[src/rtl/rtc_pkg.sv]
package rtc_pkg;

  localparam int NUM_FIELDS = 7;

  localparam int F_SEC  = 0;
  localparam int F_MIN  = 1;
  localparam int F_HOUR = 2;
  localparam int F_DOW  = 3;
  localparam int F_DOM  = 4;
  localparam int F_MON  = 5;
  localparam int F_YEAR = 6;

  typedef enum logic [3:0] {
    IDX_SEC      = 4'd0,
    IDX_SEC_ALM  = 4'd1,
    IDX_MIN      = 4'd2,
    IDX_MIN_ALM  = 4'd3,
    IDX_HOUR     = 4'd4,
    IDX_HOUR_ALM = 4'd5,
    IDX_DOW      = 4'd6,
    IDX_DOM      = 4'd7,
    IDX_MONTH    = 4'd8,
    IDX_YEAR     = 4'd9,
    IDX_CTL_A    = 4'd10,
    IDX_CTL_B    = 4'd11,
    IDX_CTL_C    = 4'd12,
    IDX_CTL_D    = 4'd13
  } reg_idx_e;

  localparam logic [7:0] WMASK_A   = 8'h7F;
  localparam logic [7:0] WMASK_B   = 8'h87;
  localparam logic [7:0] WMASK_D   = 8'h80;
  localparam logic [7:0] RMASK_D   = 8'h80;
  localparam logic [2:0] DIV_VALID = 3'd2;
  localparam logic [7:0] B_VALID   = 8'h06;
  localparam logic [7:0] FIXED_YEAR = 8'd82;

  // lowest value of each calendar field
  function automatic int field_lo(int f);
    return (f == F_DOM) ? 1 : 0;
  endfunction

  // highest value of each calendar field
  function automatic int field_hi(int f);
    case (f)
      F_SEC, F_MIN: return 59;
      F_HOUR:       return 23;
      F_DOW:        return 6;
      F_DOM:        return 31;
      F_MON:        return 11;
      default:      return 99;
    endcase
  endfunction

  // position in the carry vector that advances field f
  // (carry[0] is the tick, carry[k+1] is the wrap of field k)
  function automatic int carry_src(int f);
    case (f)
      F_DOW, F_DOM: return F_HOUR + 1;
      default:      return f;
    endcase
  endfunction

endpackage

[src/rtl/rtc_wrap_cnt.sv]
module rtc_wrap_cnt #(
  parameter int W  = 8,
  parameter int LO = 0,
  parameter int HI = 59
) (
  input  logic         clk,
  input  logic         por_n,
  input  logic         inc,
  output logic [W-1:0] value,
  output logic         wrap
);

  localparam logic [W-1:0] LO_V = W'(LO);
  localparam logic [W-1:0] HI_V = W'(HI);

  always_ff @(posedge clk) begin
    if (!por_n)
      value <= LO_V;
    else if (inc)
      value <= (value == HI_V) ? LO_V : value + 1'b1;
  end

  assign wrap = inc && (value == HI_V);

endmodule

[src/rtl/rtc_time_chain.sv]
module rtc_time_chain
  import rtc_pkg::*;
#(
  parameter int W = 8
) (
  input  logic                          clk,
  input  logic                          por_n,
  input  logic                          tick,
  output logic [NUM_FIELDS-1:0][W-1:0]  fields
);

  logic [NUM_FIELDS:0] carry;
  logic                unused_carry;

  assign carry[0] = tick;

  for (genvar g = 0; g < NUM_FIELDS; g++) begin : g_field
    rtc_wrap_cnt #(
      .W  (W),
      .LO (field_lo(g)),
      .HI (field_hi(g))
    ) u_cnt (
      .clk   (clk),
      .por_n (por_n),
      .inc   (carry[carry_src(g)]),
      .value (fields[g]),
      .wrap  (carry[g+1])
    );
  end

  // day-of-week and year wraps carry nowhere
  assign unused_carry = ^carry;

endmodule

[src/rtl/rtc_ctrl_regs.sv]
module rtc_ctrl_regs
  import rtc_pkg::*;
(
  input  logic       clk,
  input  logic       por_n,
  input  logic       wr_en,
  input  logic [3:0] wr_idx,
  input  logic [7:0] wr_byte,
  input  logic       mark_valid,
  input  logic       mark_invalid,
  output logic [7:0] ctrl_a,
  output logic [7:0] ctrl_b,
  output logic [7:0] ctrl_d
);

  logic [7:0] a_n, b_n, d_n;

  always_comb begin
    a_n = ctrl_a;
    b_n = ctrl_b;
    d_n = ctrl_d;
    if (wr_en) begin
      case (wr_idx)
        IDX_CTL_A: a_n = (ctrl_a & ~WMASK_A) | (wr_byte & WMASK_A);
        IDX_CTL_B: b_n = (ctrl_b & ~WMASK_B) | (wr_byte & WMASK_B);
        IDX_CTL_D: d_n = (ctrl_d & ~WMASK_D) | (wr_byte & WMASK_D);
        default: ;
      endcase
    end
    if (mark_invalid)
      d_n[7] = 1'b0;
    if (mark_valid) begin
      a_n[6:4] = a_n[6:4] | DIV_VALID;
      b_n      = b_n | B_VALID;
      d_n[7]   = 1'b1;
    end
  end

  always_ff @(posedge clk) begin
    if (!por_n) begin
      ctrl_a <= '0;
      ctrl_b <= '0;
      ctrl_d <= '0;
    end else begin
      ctrl_a <= a_n;
      ctrl_b <= b_n;
      ctrl_d <= d_n;
    end
  end

endmodule

[src/rtl/rtc_read_mux.sv]
module rtc_read_mux
  import rtc_pkg::*;
#(
  parameter int W = 8
) (
  input  logic [3:0]                   idx,
  input  logic [NUM_FIELDS-1:0][W-1:0] fields,
  input  logic                         fixed_year,
  input  logic [7:0]                   ctrl_a,
  input  logic [7:0]                   ctrl_b,
  input  logic [7:0]                   ctrl_d,
  output logic [7:0]                   rd_byte
);

  always_comb begin
    case (idx)
      IDX_SEC:   rd_byte = 8'(fields[F_SEC]);
      IDX_MIN:   rd_byte = 8'(fields[F_MIN]);
      IDX_HOUR:  rd_byte = 8'(fields[F_HOUR]);
      IDX_DOW:   rd_byte = 8'(fields[F_DOW]);
      IDX_DOM:   rd_byte = 8'(fields[F_DOM]);
      IDX_MONTH: rd_byte = 8'(fields[F_MON]);
      IDX_YEAR:  rd_byte = fixed_year ? FIXED_YEAR : 8'(fields[F_YEAR]);
      IDX_CTL_A: rd_byte = ctrl_a;
      IDX_CTL_B: rd_byte = ctrl_b;
      IDX_CTL_D: rd_byte = ctrl_d & RMASK_D;
      default:   rd_byte = 8'h00;  // alarms, C, unused
    endcase
  end

endmodule

[src/rtl/rtc_regfile.sv]
module rtc_regfile
  import rtc_pkg::*;
#(
  parameter int ADDR_W  = 8,
  parameter int WDATA_W = 16,
  parameter int RDATA_W = 32,
  parameter int FIELD_W = 8
) (
  input  logic               clk,
  input  logic               por_n,
  input  logic               soft_rst_n,
  input  logic               tick_1hz,
  input  logic               year_mode_load,
  input  logic               year_mode_std,
  input  logic               mark_valid,
  input  logic               mark_invalid,
  input  logic [ADDR_W-1:0]  bus_addr,
  input  logic               bus_rd,
  input  logic               bus_wr,
  input  logic [WDATA_W-1:0] bus_wdata,
  output logic [RDATA_W-1:0] bus_rdata
);

  localparam int ODD_SHIFT = RDATA_W / 2;

  logic [3:0]                        reg_idx;
  logic [7:0]                        wr_byte;
  logic [7:0]                        rd_byte;
  logic [7:0]                        ctrl_a, ctrl_b, ctrl_d;
  logic                              fixed_year_q;
  logic [NUM_FIELDS-1:0][FIELD_W-1:0] fields;
  logic                              unused_bits;

  assign reg_idx = bus_addr[4:1];
  assign wr_byte = bus_wdata[7:0];
  assign unused_bits = ^{bus_addr[0], bus_addr[ADDR_W-1:5], bus_wdata[WDATA_W-1:8]};

  rtc_time_chain #(.W(FIELD_W)) u_chain (
    .clk    (clk),
    .por_n  (por_n),
    .tick   (tick_1hz),
    .fields (fields)
  );

  rtc_ctrl_regs u_ctrl (
    .clk          (clk),
    .por_n        (por_n),
    .wr_en        (bus_wr),
    .wr_idx       (reg_idx),
    .wr_byte      (wr_byte),
    .mark_valid   (mark_valid),
    .mark_invalid (mark_invalid),
    .ctrl_a       (ctrl_a),
    .ctrl_b       (ctrl_b),
    .ctrl_d       (ctrl_d)
  );

  rtc_read_mux #(.W(FIELD_W)) u_mux (
    .idx        (reg_idx),
    .fields     (fields),
    .fixed_year (fixed_year_q),
    .ctrl_a     (ctrl_a),
    .ctrl_b     (ctrl_b),
    .ctrl_d     (ctrl_d),
    .rd_byte    (rd_byte)
  );

  always_ff @(posedge clk) begin
    if (!por_n)
      fixed_year_q <= 1'b1;
    else if (year_mode_load)
      fixed_year_q <= !year_mode_std;
  end

  always_ff @(posedge clk) begin
    if (!por_n || !soft_rst_n)
      bus_rdata <= '0;
    else if (bus_rd)
      bus_rdata <= RDATA_W'(rd_byte) << (reg_idx[0] ? ODD_SHIFT : 0);
  end

endmodule

[config.mk]
export PLATFORM = sky130hd
export DESIGN_NAME = rtc_regfile
export DESIGN_NICKNAME = d
export VERILOG_FILES = /design/src/rtl/rtc_pkg.sv /design/src/rtl/rtc_wrap_cnt.sv /design/src/rtl/rtc_time_chain.sv /design/src/rtl/rtc_ctrl_regs.sv /design/src/rtl/rtc_read_mux.sv /design/src/rtl/rtc_regfile.sv
export SDC_FILE = /design/constraint.sdc
export NUM_CORES = 1
export LEC_CHECK = 0
export BUFFER_PORTS_ARGS = -buffer_cell sky130_fd_sc_hd__clkbuf_2
export CAP_MARGIN = 20
export CORE_MARGIN = 1.5
export CORE_UTILIZATION = 45
export CTS_BUF_LIST = sky130_fd_sc_hd__clkbuf_16
export CTS_CLUSTER_SIZE = 24
export DETAILED_ROUTE_END_ITERATION = 7
export PLACE_DENSITY_LB_ADDON = 0.3
export SLEW_MARGIN = 20
export SYNTH_ARGS = -nofsm -noshare
export SYNTH_HDL_FRONTEND = slang
export SYNTH_SLANG_ARGS = --single-unit
[constraint.sdc]
create_clock -name clk -period 3.1 [get_ports clk]
set_input_delay 0.155 -clock clk [delete_from_list [all_inputs] [get_ports clk]]
set_output_delay 0.155 -clock clk [all_outputs]
set_load 0.05 [all_outputs]
# --- After elaboration in Yosys (flattened, before gate mapping) ---
# Cells that the tools add are included.
totals:
  ff_bits: 113
  output_inout_bits: 32
  in_bits: 34
  elab_cells: 83
op_classes:
  eq_ne: 16
  addsub: 7
  n_bitwise: 3
  mux: 20
  n_reduce_logical: 20
  n_shift: 1
ops:
  columns: ["cell", "n"]
  rows:
  - ["two-way mux 8 bit", 12]
  - ["case mux 8 bit (10 select lines)", 1]
  - ["adder 8 x 1 -> 8 bit (second input constant)", 7]
  - ["left shift 8 x 5 -> 32 bit", 1]
  - ["equality test 4 bit (second input constant)", 5]
  - ["equality test 8 x 5 -> 1 bit (second input constant)", 2]
  - ["equality test 8 x 6 -> 1 bit (second input constant)", 2]
  - ["bitwise OR 7 x 8 -> 8 bit", 2]
  - ["two-way mux 7 bit", 2]
  - ["equality test 4 x 3 -> 1 bit (second input constant)", 3]
  - ["AND reduction 2 bit", 5]
  - ["equality test 8 x 3 -> 1 bit (second input constant)", 1]
  - ["equality test 8 x 4 -> 1 bit (second input constant)", 1]
  - ["equality test 8 x 7 -> 1 bit (second input constant)", 1]
  - ["bitwise OR 8 x 7 -> 8 bit", 1]
  - ["nonzero test 2 bit", 3]
  - ["nonzero test 3 bit", 2]
  - ["logical AND 1 bit", 5]
  - ["two-way mux 5 bit", 1]
  - ["equality test 4 x 2 -> 1 bit (second input constant)", 1]
  - ["logical NOT 4 bit", 1]
  - ["logical NOT 1 bit", 3]
  - ["two-way mux 3 bit", 1]
  - ["two-way mux 1 bit", 2]
  - ["2 further kinds", 2]

# --- Longest topological paths before layout ---
logic_depth:
  depth_word: 6
  mapped_depth: 8
  depth_no_buf: 7

# --- Hierarchy ---
# Synthesis repeated with hierarchy kept, for this count alone.
unflattened:
  cells_unflattened: 551
  hier_area_um2: 4913.5
by_module_without_submodules:
  columns: ["mod", "seq_area_each_um2", "cells_per_inst", "area_each_um2", "n_inst"]
  rows:
  - ["rtc_wrap_cnt at u_chain.g_field[0].u_cnt ...", 160.2, 45, 427.9, 2]
  - ["rtc_regfile", 340.3, 91, 819.5, 1]
  - ["rtc_read_mux", 0.0, 91, 698.2, 1]
  - ["rtc_ctrl_regs", 240.2, 73, 596.8, 1]
  - ["rtc_wrap_cnt at u_chain.g_field[6].u_cnt", 160.2, 44, 415.4, 1]
  - ["rtc_wrap_cnt at u_chain.g_field[4].u_cnt", 160.2, 40, 392.9, 1]
  - ["rtc_wrap_cnt at u_chain.g_field[3].u_cnt", 160.2, 42, 380.4, 1]
  - ["rtc_wrap_cnt at u_chain.g_field[2].u_cnt", 160.2, 41, 379.1, 1]
  - ["rtc_wrap_cnt at u_chain.g_field[5].u_cnt", 160.2, 39, 375.4, 1]

# --- Least setup slack after synthesis ---
# No wires, ideal clock.
synth_path:
  path_type: "register to register"
  start: "register u_chain.g_field[1].u_cnt.value[0]"
  end: "register u_chain.g_field[5].u_cnt.value[5]"
  path_stages_with_launch: 7
  n_path_buf: 0
  synth_period_minus_slack_ns: 2.359
  required_time_ns: 3.030
  t_arrival_ns: 2.289
  setup_ns: 0.070
  slack_ns: 0.741
  cell_sequence: "dfxtp_1 -> ha_1 -> or4b_4 -> nor4_4 -> nand3_2 -> or4_1 -> a21oi_1"
synth_via:
  elab_chain_cells: 4
synth_rtl:
  columns: ["item", "line_no", "text"]
  rows:
  - ["from (decl)", "rtc_wrap_cnt.sv:9", "output logic [W-1:0] value,"]
  - ["from (signal assigned)", "rtc_wrap_cnt.sv:20", "value <= (value == HI_V) ? LO_V : value + 1'b1;"]
  - ["equality test 8 x 6 -> 1 bit", "rtc_wrap_cnt.sv:23", "assign wrap = inc && (value == HI_V);"]
  - ["logical AND 1 bit (3 in series)", "rtc_wrap_cnt.sv:23", null]
  - ["to (signal assigned)", "rtc_wrap_cnt.sv:20", null]
  - ["to (decl)", "rtc_wrap_cnt.sv:9", null]
# No other way between the ends.
# A chain may end at the register's enable or synchronous reset.

# --- Final worst setup path ---
layout_path:
  start: "register u_chain.g_field[1].u_cnt.value[0]"
  end: "register u_chain.g_field[4].u_cnt.value[3]"
layout_via:
  elab_chain_cells: 3
layout_rtl:
  columns: ["item", "line_no"]
  rows:
  - ["equality test 8 x 6 -> 1 bit", "rtc_wrap_cnt.sv:23"]
  - ["logical AND 1 bit (2 in series)", "rtc_wrap_cnt.sv:23"]
  - ["to (signal assigned)", "rtc_wrap_cnt.sv:20"]
  - ["to (decl)", "rtc_wrap_cnt.sv:9"]
# No other way between the ends.

==> impl_metrics.py <==
metrics = {
    "run_status": {
        "status": "finished, final reports clean",
    },
    "logic_synthesis": {
        "synth_ff_type": "dfxtp_1",
        "ys_seq_elements": 85,
        "async_flop_share_pct": 0,
        "ys_warn_count": 0,
        "yosysUniqueCellTypes": 61,
        "synth-edff-count": 0,
        "ys_top_cells_by_count": "dfxtp_1 (85), nor2_1 (55), nand2_1 (36)",
        "synth_area_leaders": "dfxtp_1 (39%), nor2_1 (4.7%), mux2i_1 (4.6%), xor2_1 (3.6%), a21oi_1 (3.5%)",
        "netlist_area_um2": 4390,
        "synth_seq_area_share_pct": 38.7,
        "synth_top_area_share_pct": 38.7,
        "synth_area_leader_cell": "dfxtp_1",
        "syn-instance-count": 516,
        "syn-mean-instance-area_um2": 8.51,
        "synth.most_common_cell": "dfxtp_1",
    },
    "worst_setup_path": {
        "arrival_ns": 3.05,
        "r2r.worst_path.cells": 7,
        "start_kind": "register",
        "regToRegSetupSlack_ns": 0.31,
        "worst_setup_path_end_kind": "register",
        "reg2reg_to": "u_chain.g_field[4].u_cnt.value[3]",
        "critPathCapture": "u_chain.g_field[4].u_cnt.value[3]",
        "cp_data_required_time_ns": 3.36,
        "critPathLaunch": "u_chain.g_field[1].u_cnt.value[0]",
        "r2r-start": "u_chain.g_field[1].u_cnt.value[0]",
        "worst-setup-path-type": "reg -> reg",
        "crit_fanout": 20,
    },
    "global_route": {
        "grt_first_pass_wirelength_um": 18200,
        "track_usage_pct": 22.9,
        "grt_pass1_vias": 3605,
        "overflow": 0,
        "grt_max_degree": 23,
        "antenna_found_initial": 0,
    },
    "sta": {
        "period_needed_ns": 2.79,
        "fin_skew_ns": 0.00771,
        "setup_slack_ns": 0.311,
        "slew_violations": 0,
        "finalSetupViolations": 0,
        "tightest_slew_ns": 0.949,
        "timing.hold.ws_ns": 0.0519,
        "period_share_pct": 90.0,
        "hold_viol": 0,
        "fmax_mhz": 359,
        "finalSetupTns_ns": 0,
        "rsz0062_at_grt": "no",
        "slew_headroom_pct": 36.5,
    },
    "cts": {
        "clkSinkCount": 85,
        "clock_latency_ns": 0.34,
        "htree_num_levels": 3,
        "cts_buffers": 9,
        "root_buffer": "clkbuf_16",
        "clk_pin_slew_ns": 0.06,
        "cts_tree": "done",
        "post_cts_buffers": 0,
        "cts_buffer_depth": 2,
    },
    "floorplan": {
        "dieArea_um2": 10400,
        "initial_core_util_pct": 46.9,
        "die_h_um": 102,
        "io_pins": 66,
        "rows": 35,
        "core_um2": 9370,
        "die_w_um": 102,
    },
    "detailed_routing": {
        "firstDrtPassIters": 5,
        "drt-total-wl_um": 11200,
        "drt_iter0_drc": 317,
        "wl_per_cell_um": 16.5,
        "viasPerCell": 5.79,
        "vias": 3939,
        "drcViolationCount": 0,
        "ant_nets": 0,
    },
    "placed_design": {
        "place_ws_ns": 0.288,
        "placed_cell_area_um2": 4640,
        "dp_hpwl_um": 8080,
        "portBuffers": 37,
        "gp_congestion": 0.936,
    },
    "power": {
        "power_density_nw_per_um2": 500,
        "leakagePower_nw": 1.89,
        "ir_worst_vdd_uv": 361,
        "total_power_w": 0.00249,
    },
    "worst_hold_path": {
        "min_from": "bus_wdata[3]",
        "worstHoldPathType": "in -> reg",
    },
    "finish": {
        "seq_area_um2": 1700,
        "drive_above_1_share_pct": 12.7,
        "antennaDiodeCount": 0,
        "nFillCells": 877,
        "syn_to_final_growth_pct": 13.4,
        "layout.nets": 588,
        "multi_input_area_um2": 2490,
        "stdcell_area_um2": 4980,
    },
    "job": {
        "max_cap_viol_count": 0,
    },
}
worst min-delay path by stage:
stage	endpoint	slack, ns	depth (start not counted)
final	u_ctrl.ctrl_a[3]	0.05	3
after global routing	u_ctrl.ctrl_a[3]	0.05	3
after CTS	fixed_year_q	0.05	3
after detailed placement	u_ctrl.ctrl_d[7]	0.39	2
after global placement	u_ctrl.ctrl_d[7]	0.38	2
after floorplan	u_ctrl.ctrl_d[7]	0.28	1
layer usage:
layer	wire length, um	GRT usage [%]	vias to the layer above
li1	-	-	1912
met1	5290	31.1	1889
met2	5050	36.7	128
met3	739	5.87	10
met4	132	5.34	0
met5	0	0	-
layout make-up:
type	instances	share of cell area [%]
repair buffers	46	5.07
clock buffers	9	4.52
clock inverters	7	2.29
multi-input cells	394	50.0
well taps	129	3.24
inverters	10	0.753
flip-flops and latches	85	34.2
through the flow:
| stage | util [%] | cells |
|---|---|---|
| 2_1_floorplan | - | 531 |
| 3_3_place_gp | 49.5 | 664 |
| 3_5_place_dp | 49.5 | 664 |
| 4_1_cts | 53.2 | 680 |
| 5_1_grt | 53.2 | 680 |
| 6_report | 53.2 | 680 |
flip-flops by register name (all words and copies together) (netlist names):
signal,cells
u_ctrl.ctrl_a,7
u_ctrl.ctrl_b,4
fixed_year_q,1
u_chain.g_field.u_cnt.value,56
u_ctrl.ctrl_d,1
bus_rdata,16
where the power goes:
part / leakage (nW) / total (W) / switching, W / internal, W
Clock: 0.161 / 0.00122 / 0.000439 / 0.000783
Sequential: 0.687 / 0.00111 / 0.00000880 / 0.00110
Combinational: 1.05 / 0.000157 / 0.000120 / 0.0000374
critical path: stages, from the launching register on:
cell     delay [ns]
dfxtp_1        0.40
ha_1           0.24
or4b_4         0.50
nor4_4         0.43
buf_4          0.32
nand2_1        0.26
or3_1          0.41
a21oi_1        0.15
cells by family after synthesis:
logic type,count (synthesis),synth area share (%)
DFF,85,38.7
adders and majority gates,8,2.28
buffers and inverters,52,5.87
and+or+nand+nor,206,25.6
AOI/OAI and AO/OA,113,16.4
muxes,24,5.58
xor gates and xnor gates,27,5.38
other,1,0.0854
cells in the final DEF (no fill, tap or decap), types with 6 or more instances in the layout:
master     instances
xnor2_1            9
or3_1             12
o21ai_0           29
a21oi_1           31
nand4_1           17
a22o_1             6
clkbuf_16          9
buf_4              9
o31ai_1            7
clkbuf_2          37
dfxtp_1           85
and3_1            16
ha_1               8
nor2_1            55
nand3_1           19
inv_1             10
a22oi_1           10
and2_1             6
nand2_1           36
mux2i_1           20
xor2_1            18
conb_1            16
timing repair:
action,in CTS,in global routing
hold buffers,0,0
endpoints found under the hold margin,0,0
endpoints found under the setup margin,0,2
gates resized for setup,0,1
Power figures use the tool's default switching activity.
